### src/rtl/baud_gen_pkg.sv
package baud_gen_pkg;
  typedef enum logic {
    PRE_BYPASS  = 1'b0,
    PRE_QUARTER = 1'b1
  } pre_mode_e;
endpackage

### src/rtl/baud_div_regs.sv
module baud_div_regs #(
  parameter int DIV_W  = 16,
  parameter int BYTE_W = 8,
  localparam int LANES = DIV_W / BYTE_W
) (
  input  logic              clk_i,
  input  logic              rst_ni,
  input  logic [LANES-1:0]  lane_we_i,
  input  logic [BYTE_W-1:0] wdata_i,
  output logic [DIV_W-1:0]  div_o,
  output logic              restart_o
);
  logic [DIV_W-1:0] div_q;

  for (genvar l = 0; l < LANES; l++) begin : g_lane
    always_ff @(posedge clk_i or negedge rst_ni) begin
      if (!rst_ni)           div_q[l*BYTE_W +: BYTE_W] <= '0;
      else if (lane_we_i[l]) div_q[l*BYTE_W +: BYTE_W] <= wdata_i;
    end

    p_lane_load_r1: assert property (@(posedge clk_i) disable iff (!rst_ni)
      lane_we_i[l] |=> div_o[l*BYTE_W +: BYTE_W] == $past(wdata_i));
  end

  assign div_o     = div_q;
  assign restart_o = |lane_we_i;
endmodule

### src/rtl/baud_prescaler.sv
module baud_prescaler
  import baud_gen_pkg::*;
#(
  parameter int RATIO = 4,
  localparam int CW   = (RATIO > 2) ? $clog2(RATIO) : 1
) (
  input  logic clk_i,
  input  logic rst_ni,
  input  logic sel_i,
  input  logic restart_i,
  output logic step_o
);
  logic [CW-1:0] cnt_q;
  pre_mode_e     mode_q;

  // bypass steps every cycle; quarter mode steps on last phase
  assign step_o = (mode_q == PRE_BYPASS) || (cnt_q == CW'(RATIO - 1));

  always_ff @(posedge clk_i or negedge rst_ni) begin
    if (!rst_ni) begin
      cnt_q  <= '0;
      mode_q <= PRE_BYPASS;
    end else if (restart_i || step_o) begin
      cnt_q  <= '0;
      mode_q <= pre_mode_e'(sel_i);
    end else begin
      cnt_q  <= cnt_q + CW'(1);
    end
  end

  p_mode_at_boundary_r8: assert property (@(posedge clk_i) disable iff (!rst_ni)
    !$stable(mode_q) |-> $past(step_o || restart_i));

  p_quarter_spacing_r3: assert property (@(posedge clk_i) disable iff (!rst_ni)
    (mode_q == PRE_QUARTER && step_o && !$past(restart_i)) |=> !step_o || restart_i || $past(restart_i)
      || mode_q == PRE_BYPASS);
endmodule

### src/rtl/baud_divider.sv
module baud_divider #(
  parameter int DIV_W = 16
) (
  input  logic             clk_i,
  input  logic             rst_ni,
  input  logic             step_i,
  input  logic             restart_i,
  input  logic [DIV_W-1:0] div_i,
  output logic             tick_o,
  output logic             baud_o
);
  logic [DIV_W-1:0] cnt_q, cnt_d, half;
  logic             div_nz, last, tick_q;

  assign div_nz = |div_i;
  assign last   = cnt_q == (div_i - DIV_W'(1));
  // ceil(D/2) without overflow at D = 2^DIV_W-1
  assign half   = (div_i >> 1) + DIV_W'(div_i[0]);

  always_comb begin
    cnt_d = cnt_q;
    if (restart_i || !div_nz)  cnt_d = '0;
    else if (step_i && last)   cnt_d = '0;
    else if (step_i)           cnt_d = cnt_q + DIV_W'(1);
  end

  always_ff @(posedge clk_i or negedge rst_ni) begin
    if (!rst_ni) begin
      cnt_q  <= '0;
      tick_q <= 1'b0;
    end else begin
      cnt_q  <= cnt_d;
      tick_q <= div_nz && step_i && last && !restart_i;
    end
  end

  assign tick_o = tick_q;
  assign baud_o = div_nz && (cnt_q < half);

  p_cnt_bound_r2: assert property (@(posedge clk_i) disable iff (!rst_ni)
    div_nz |-> cnt_q < div_i);

  p_single_tick_r4: assert property (@(posedge clk_i) disable iff (!rst_ni)
    (tick_o && div_i > DIV_W'(1)) |=> !tick_o);

  p_tick_in_high_r5: assert property (@(posedge clk_i) disable iff (!rst_ni)
    tick_o |-> baud_o);

  p_idle_r6: assert property (@(posedge clk_i) disable iff (!rst_ni)
    !div_nz |-> !tick_o && !baud_o);

  p_restart_r7: assert property (@(posedge clk_i) disable iff (!rst_ni)
    $past(restart_i) |-> cnt_q == '0 && !tick_o);
endmodule

### src/rtl/baud_gen.sv
module baud_gen #(
  parameter int DIV_W  = 16,
  parameter int BYTE_W = 8,
  parameter int PRE_RATIO = 4
) (
  input  logic              clk_i,
  input  logic              rst_ni,
  input  logic              div_lo_we_i,
  input  logic              div_hi_we_i,
  input  logic [BYTE_W-1:0] wdata_i,
  input  logic              prescale_sel_i,
  output logic [DIV_W-1:0]  div_o,
  output logic              tick_o,
  output logic              baudout_o
);
  localparam int LANES = DIV_W / BYTE_W;

  logic [LANES-1:0] lane_we;
  logic [DIV_W-1:0] div_val;
  logic             restart, step;

  assign lane_we = {div_hi_we_i, div_lo_we_i};

  baud_div_regs #(.DIV_W(DIV_W), .BYTE_W(BYTE_W)) u_regs (
    .clk_i     (clk_i),
    .rst_ni    (rst_ni),
    .lane_we_i (lane_we),
    .wdata_i   (wdata_i),
    .div_o     (div_val),
    .restart_o (restart)
  );

  baud_prescaler #(.RATIO(PRE_RATIO)) u_pre (
    .clk_i     (clk_i),
    .rst_ni    (rst_ni),
    .sel_i     (prescale_sel_i),
    .restart_i (restart),
    .step_o    (step)
  );

  baud_divider #(.DIV_W(DIV_W)) u_div (
    .clk_i     (clk_i),
    .rst_ni    (rst_ni),
    .step_i    (step),
    .restart_i (restart),
    .div_i     (div_val),
    .tick_o    (tick_o),
    .baud_o    (baudout_o)
  );

  assign div_o = div_val;
endmodule

### config.mk
export PLATFORM = sky130hd
export DESIGN_NAME = baud_gen
export DESIGN_NICKNAME = d
export VERILOG_FILES = /design/src/rtl/baud_gen_pkg.sv /design/src/rtl/baud_div_regs.sv /design/src/rtl/baud_prescaler.sv /design/src/rtl/baud_divider.sv /design/src/rtl/baud_gen.sv
export SDC_FILE = /design/constraint.sdc
export NUM_CORES = 1
export LEC_CHECK = 0
export BUFFER_PORTS_ARGS = -buffer_cell sky130_fd_sc_hd__buf_4
export CORE_ASPECT_RATIO = 0.6
export CORE_MARGIN = 3
export CORE_UTILIZATION = 50
export DETAILED_ROUTE_END_ITERATION = 6
export GPL_TIMING_DRIVEN = 0
export PLACE_DENSITY = 0.72
export SLEW_MARGIN = 15
export SYNTH_ARGS = -nofsm -noshare
export SYNTH_HDL_FRONTEND = slang
export SYNTH_SLANG_ARGS = --single-unit
### constraint.sdc
create_clock -name clk_i -period 2.93 [get_ports clk_i]
set_clock_uncertainty 0.2 [all_clocks]
set_input_delay 0.293 -clock clk_i [delete_from_list [all_inputs] [get_ports clk_i]]
set_output_delay 0.293 -clock clk_i [all_outputs]
set_load 0.02 [all_outputs]
; Word level (Yosys, flattened, before mapping)
; Cells that the tools add are included.
[totals]
reg_bits = 36
input_bits = 13
output_inout_bits = 18
elab_cells = 31
[op_classes]
addsub = 4
magnitude_cmp = 1
n_eq_ne = 2
mux = 4
bitwise_logic = 1
reduce_logical = 13
[op_table]
columns = cell, count
row1 = $mux 16, 3
row2 = $add 15x1->16, 1
row3 = $add 16x1->16 const B, 1
row4 = $eq 16x16->1, 1
row5 = $lt 16x16->1, 1
row6 = $reduce_or 16->1, 1
row7 = $sub 16x1->16 const B, 1
row8 = $logic_and 1x1->1, 5
row9 = $logic_or 1x1->1, 3
row10 = $reduce_bool 3->1, 1
row11 = $add 2x1->2 const B, 1
row12 = $eq 2x2->1 const B, 1
row13 = $logic_not 1->1, 2
row14 = $mux 2, 1
row15 = $reduce_or 2->1, 1
row16 = $not 1->1, 1

; Logic depth before layout (Yosys ltp)
[depth]
depth_word = 5
depth_mapped = 13
depth_no_buf = 11

; Hierarchy
; A second synthesis with hierarchy kept.
[unflattened]
cells_unflattened = 299
hier_area_um2 = 2841.5
[modules_own_cells]
columns = mod, n_inst, cells_each, area_each_um2, seq_area_each_um2
row1 = baud_divider, 1, 255, 2045.7, 425.4
row2 = baud_div_regs, 1, 35, 669.4, 400.4
row3 = baud_prescaler, 1, 9, 126.4, 75.1

; Worst setup path before layout
; Ideal clock, no wire load.
[synth_path]
path_type = register to output
startpoint = reg u_regs.div_q[3], in the netlist u_regs.div_o[3]
endpoint = out baudout_o
arrival_ps = 2878
required_ps = 2437
path_slack_ps = -441
path_stages_with_launch = 14
n_path_buf = 2
path_cell_list = dfrtp_1 -> buf_2 -> and2_1 -> and4_1 -> and3_1 -> clkbuf_1 -> nand3_1 -> xor2_1 -> ha_1 -> a21o_1 -> a21o_1 -> a21oi_1 -> o2111ai_1 -> a41oi_1
[synth_between]
elab_chain_cells = 3
elab_cells_between_ends = 4
classes_between = add/sub: 1 / order compare: 1 / reduce/logical: 2
[synth_lines]
columns = item, line
row1 = from (decl), baud_div_regs.sv:13  ; logic [DIV_W-1:0] div_q;
row2 = "from (signal, indexed assignment)", baud_div_regs.sv:18  ; else if (lane_we_i[l]) div_q[l*BYTE_W +: BYTE_W] <= wdata_i;
row3 = $add 15x1->16, baud_divider.sv:18  ; assign half = (div_i >> 1) + DIV_W'(div_i[0]);
row4 = $lt 16x16->1, baud_divider.sv:38  ; assign baud_o = div_nz && (cnt_q < half);
row5 = $logic_and 1x1->1 (*), baud_divider.sv:38
row6 = to (decl), baud_gen.sv:14  ; output logic baudout_o
; Mark *: on every way between the ends. The rest lies on a longest branch, timed or not.

; Final worst setup path
[layout_path]
startpoint = reg u_regs.div_q[4], in the netlist u_regs.div_o[4]
endpoint = out baudout_o
; Same word-level chain as after synthesis.

==> out/qor.yml <==
timing:
  slew_viol_final: 0
  period_share_pct: 114.9
  setup_viol: 3
  hold_violations: 0
  fmax_ghz: 0.2970
  fin_ws_ns: -0.4374
  fin_crit_ns: 3.367
  rsz0062_at_grt: "yes"
  slew_headroom_pct: 55.63
  worst_pin_slew_ns: 0.6595
power:
  switching_power_uw: 420.0
  swShare_pct: 32.26
  internal_power_uw: 882.0
  combPwrFrac_pct: 31.6
  leakagePower_uw: 0.001534
  power.total_uw: 1302
  ir_drop_uv: 264.0
  seq_power_share_pct: 42.2
  clockPowerShare_pct: 26.3
  power_density_nw_per_um2: 371.8
layout:
  nets: 391
  syn2layout_area_growth_pct: 24.01
  fin_util_pct: 66.64
  final_layout_size_suffix_gt1_share_pct: 33.43
  antenna_cells: 0
  fillers: 423
setup_path:
  end_kind: "output port"
  rr_endpoint: "u_div.cnt_q[15]"
  crit_path_top_delay_cell: "dfrtp_2"
  max_stage_delay_ns: 0.41
  crit_arrival_ns: 2.87
  path_buf_inv: 1
  crit_path_cell_trace: "and2_4 > and4_1 > and3_4 > nand3_2 > xor2_1 > ha_1 > a21o_1 > a21o_1 > a21oi_2 > o2111ai_2 > a41oi_2 > buf_4"
  path_delay_family: "compound AO/OA/AOI/OAI gates"
  r2r_slack_ns: -0.01
  rr_worst_depth: 10
  critical_path_required_ns: 2.44
  startpoint_type: "flop"
  critPathMaxFanout: 5
  cp_common_cell: "a21o_1"
  r2r-start: "u_regs.div_o[4]"
  crit_type: "flop to output port"
floorplan:
  num_rows: 20
  core_area_sq_um: 5255
  fp.dieW_microns: 103.0
  ioPinCount: 31
  start_util_pct: 53.74
  die_h_microns: 64.22
  die-area_sq_um: 6615
placed_design:
  gp_congestion: 0.8768
  hpwl_microns: 5456
  portBuffers: 30
detailed_routing:
  wl_microns: 7321
  num_vias: 2478
  via_per_inst: 5.831
  wl_per_cell_microns: 17.23
  drtIter0Drc: 166
  postRouteAntennaNets: 0
  drc: 0
  first_pass_iters: 4
min_path:
  hold_path_end: "u_regs.div_o[1]"
  hp-class: "input pin to flop"
  holdPathStages: 3
  hp-start: "wdata_i[1]"
clock_tree:
  cts_buffers: 5
  clkSinkCount: 36
  clock_latency_ns: 0.29
  clkSlewWorstSetupHoldPaths_ns: 0.07
  cts_tree: "done"
  clk_path_buf_depth: 2
  cts.htree.levels: 2
  root_buffer: "clkbuf_8"
yosys:
  syn_area_sq_um: 2824
  synth_edf_count: 0
  avgSynthCellArea_sq_um: 9.445
  synth-seq-cells: 36
  yosysUniqueCellTypes: 56
  synthArstFlopShare_pct: 100.0
  synth_nets: 332
  ys.flop_type: "dfrtp_1"
  syn_inst: 299
  ys_seq_area_share_pct: 31.90
  yosysWarningCount: 0
run_status:
  status: "finished, violations left"
  violations: "negative setup slack"
grt:
  grt_overflow: 0
  grt_max_degree: 37
  grt_pass1_vias: 2358
  grt_pass1_wl_microns: 11950
  track_usage_pct: 23.26
  antenna_found_initial: 0
job:
  maxCapViolations: 0
[sequential cells by signal (all words and copies together) (netlist names)]
register / cells
u_div.tick_o: 1
u_regs.div_o: 16
u_pre.cnt_q: 2
u_pre.mode_q: 1
u_div.cnt_q: 16
[final cells by class]
class / instances / area [sq um] / area share [%]
Clock inverter: 1 / 5.005 / 0.1429
Tap cell: 66 / 82.58 / 2.358
Clock buffer: 7 / 76.32 / 2.179
Multi-Input combinational cell: 235 / 1863 / 53.20
Timing Repair Buffer: 56 / 429.2 / 12.25
Buffer: 16 / 108.9 / 3.108
Sequential cell: 36 / 907.1 / 25.90
Inverter: 8 / 30.03 / 0.8574
[power by group through the flow]
stage | Sequential (uW) | Clock (uW) | Combinational (uW)
floorplan | 577 | 0 | 213
global placement | 552 | 0 | 343
detailed placement | 553 | 0 | 351
CTS | 547 | 351 | 367
global route | 552 | 387 | 446
finish | 549 | 342 | 411
[worst min-delay path, cell delays in order]
cell and delay, ns:
buf_4 0.09, nand2_1 0.04, o21ai_0 0.05
[stage by stage]
step                      hold slack, ns  TNS, ns  cells  cell area, sq um  setup WS, ns
after detailed placement         0.07909   -2.723    395              3158       -0.3438
after floorplan                  -0.2026  -0.1021    299              2850       -0.1021
after global placement           0.07414   -1.790    395              3158       -0.2721
final                            0.02516  -0.4435    425              3502       -0.4374
after CTS                        0.02710  -0.5017    410              3342       -0.5017
after global routing             0.03189   -2.336    425              3502       -0.5561
[cells in the final DEF, fill, tap and decap left out, drive strengths merged, types with 4 or more instances in the layout]
cell type   n
mux2       14
a21o        9
xnor2      20
clkbuf     15
inv         8
nand3      12
nor2b       4
dfrtp      36
nor3       14
xor2       21
or3         4
ha         20
a21oi       5
nor2       24
buf        62
o31ai       4
and2        4
nand2      18
nand4      11
nand2b      5
nor4        7
[layer usage]
layer	track usage [%]	routed length [microns]
met3	5.780	524
met4	4.039	34
met1	34.98	3737
met5	0	0
met2	33.71	3024
[worst max-delay path by stage]
stage,startpoint,end,cells after the start
detailed placement,u_regs.div_o[4],baudout_o,14
floorplan,u_regs.div_o[3],baudout_o,13
global placement,u_regs.div_o[4],baudout_o,14
finish,u_regs.div_o[4],baudout_o,12
global route,u_regs.div_o[11],baudout_o,12
CTS,u_regs.div_o[3],baudout_o,14
[logic make-up (layout without fill, tap and decap cells)]
| group | Yosys count | count (layout) | share of synthesized area (%) |
|---|---|---|---|
| buf+inv | 28 | 88 | 4.697 |
| fa+ha+maj | 20 | 20 | 8.861 |
| compound gates | 44 | 44 | 12.49 |
| flops | 36 | 36 | 31.90 |
| simple gates | 116 | 116 | 23.75 |
| mux | 14 | 14 | 5.583 |
| xor+xnor | 41 | 41 | 12.72 |
[cells in the mapped netlist (4+ instances only)]
cell type / instances / area [sq um]
dfrtp_1: 36 / 900.9
nor2_1: 23 / 86.33
xor2_1: 21 / 183.9
ha_1: 20 / 250.2
xnor2_1: 20 / 175.2
nand2_1: 18 / 67.56
mux2_2: 14 / 157.7
nor3_1: 12 / 60.06
nand3_1: 11 / 55.05
nand4_1: 11 / 68.82
clkbuf_1: 10 / 37.54
a21o_1: 9 / 67.56
inv_1: 8 / 30.03
a21oi_1: 5 / 25.02
nand2b_1: 5 / 31.28
nor4_1: 5 / 31.28
buf_2: 4 / 20.02
buf_4: 4 / 30.03
nor2b_1: 4 / 25.02
[what timing repair did]
action | CTS | global route
setup buffers | 6 | 18
hold buffers | 2 | 0
gates resized for setup | 11 | 22
endpoints found under the setup margin | 16 | 16
endpoints found under the hold margin | 37 | 0
pin swaps | 5 | 6
Power figures use the tool's default switching activity.
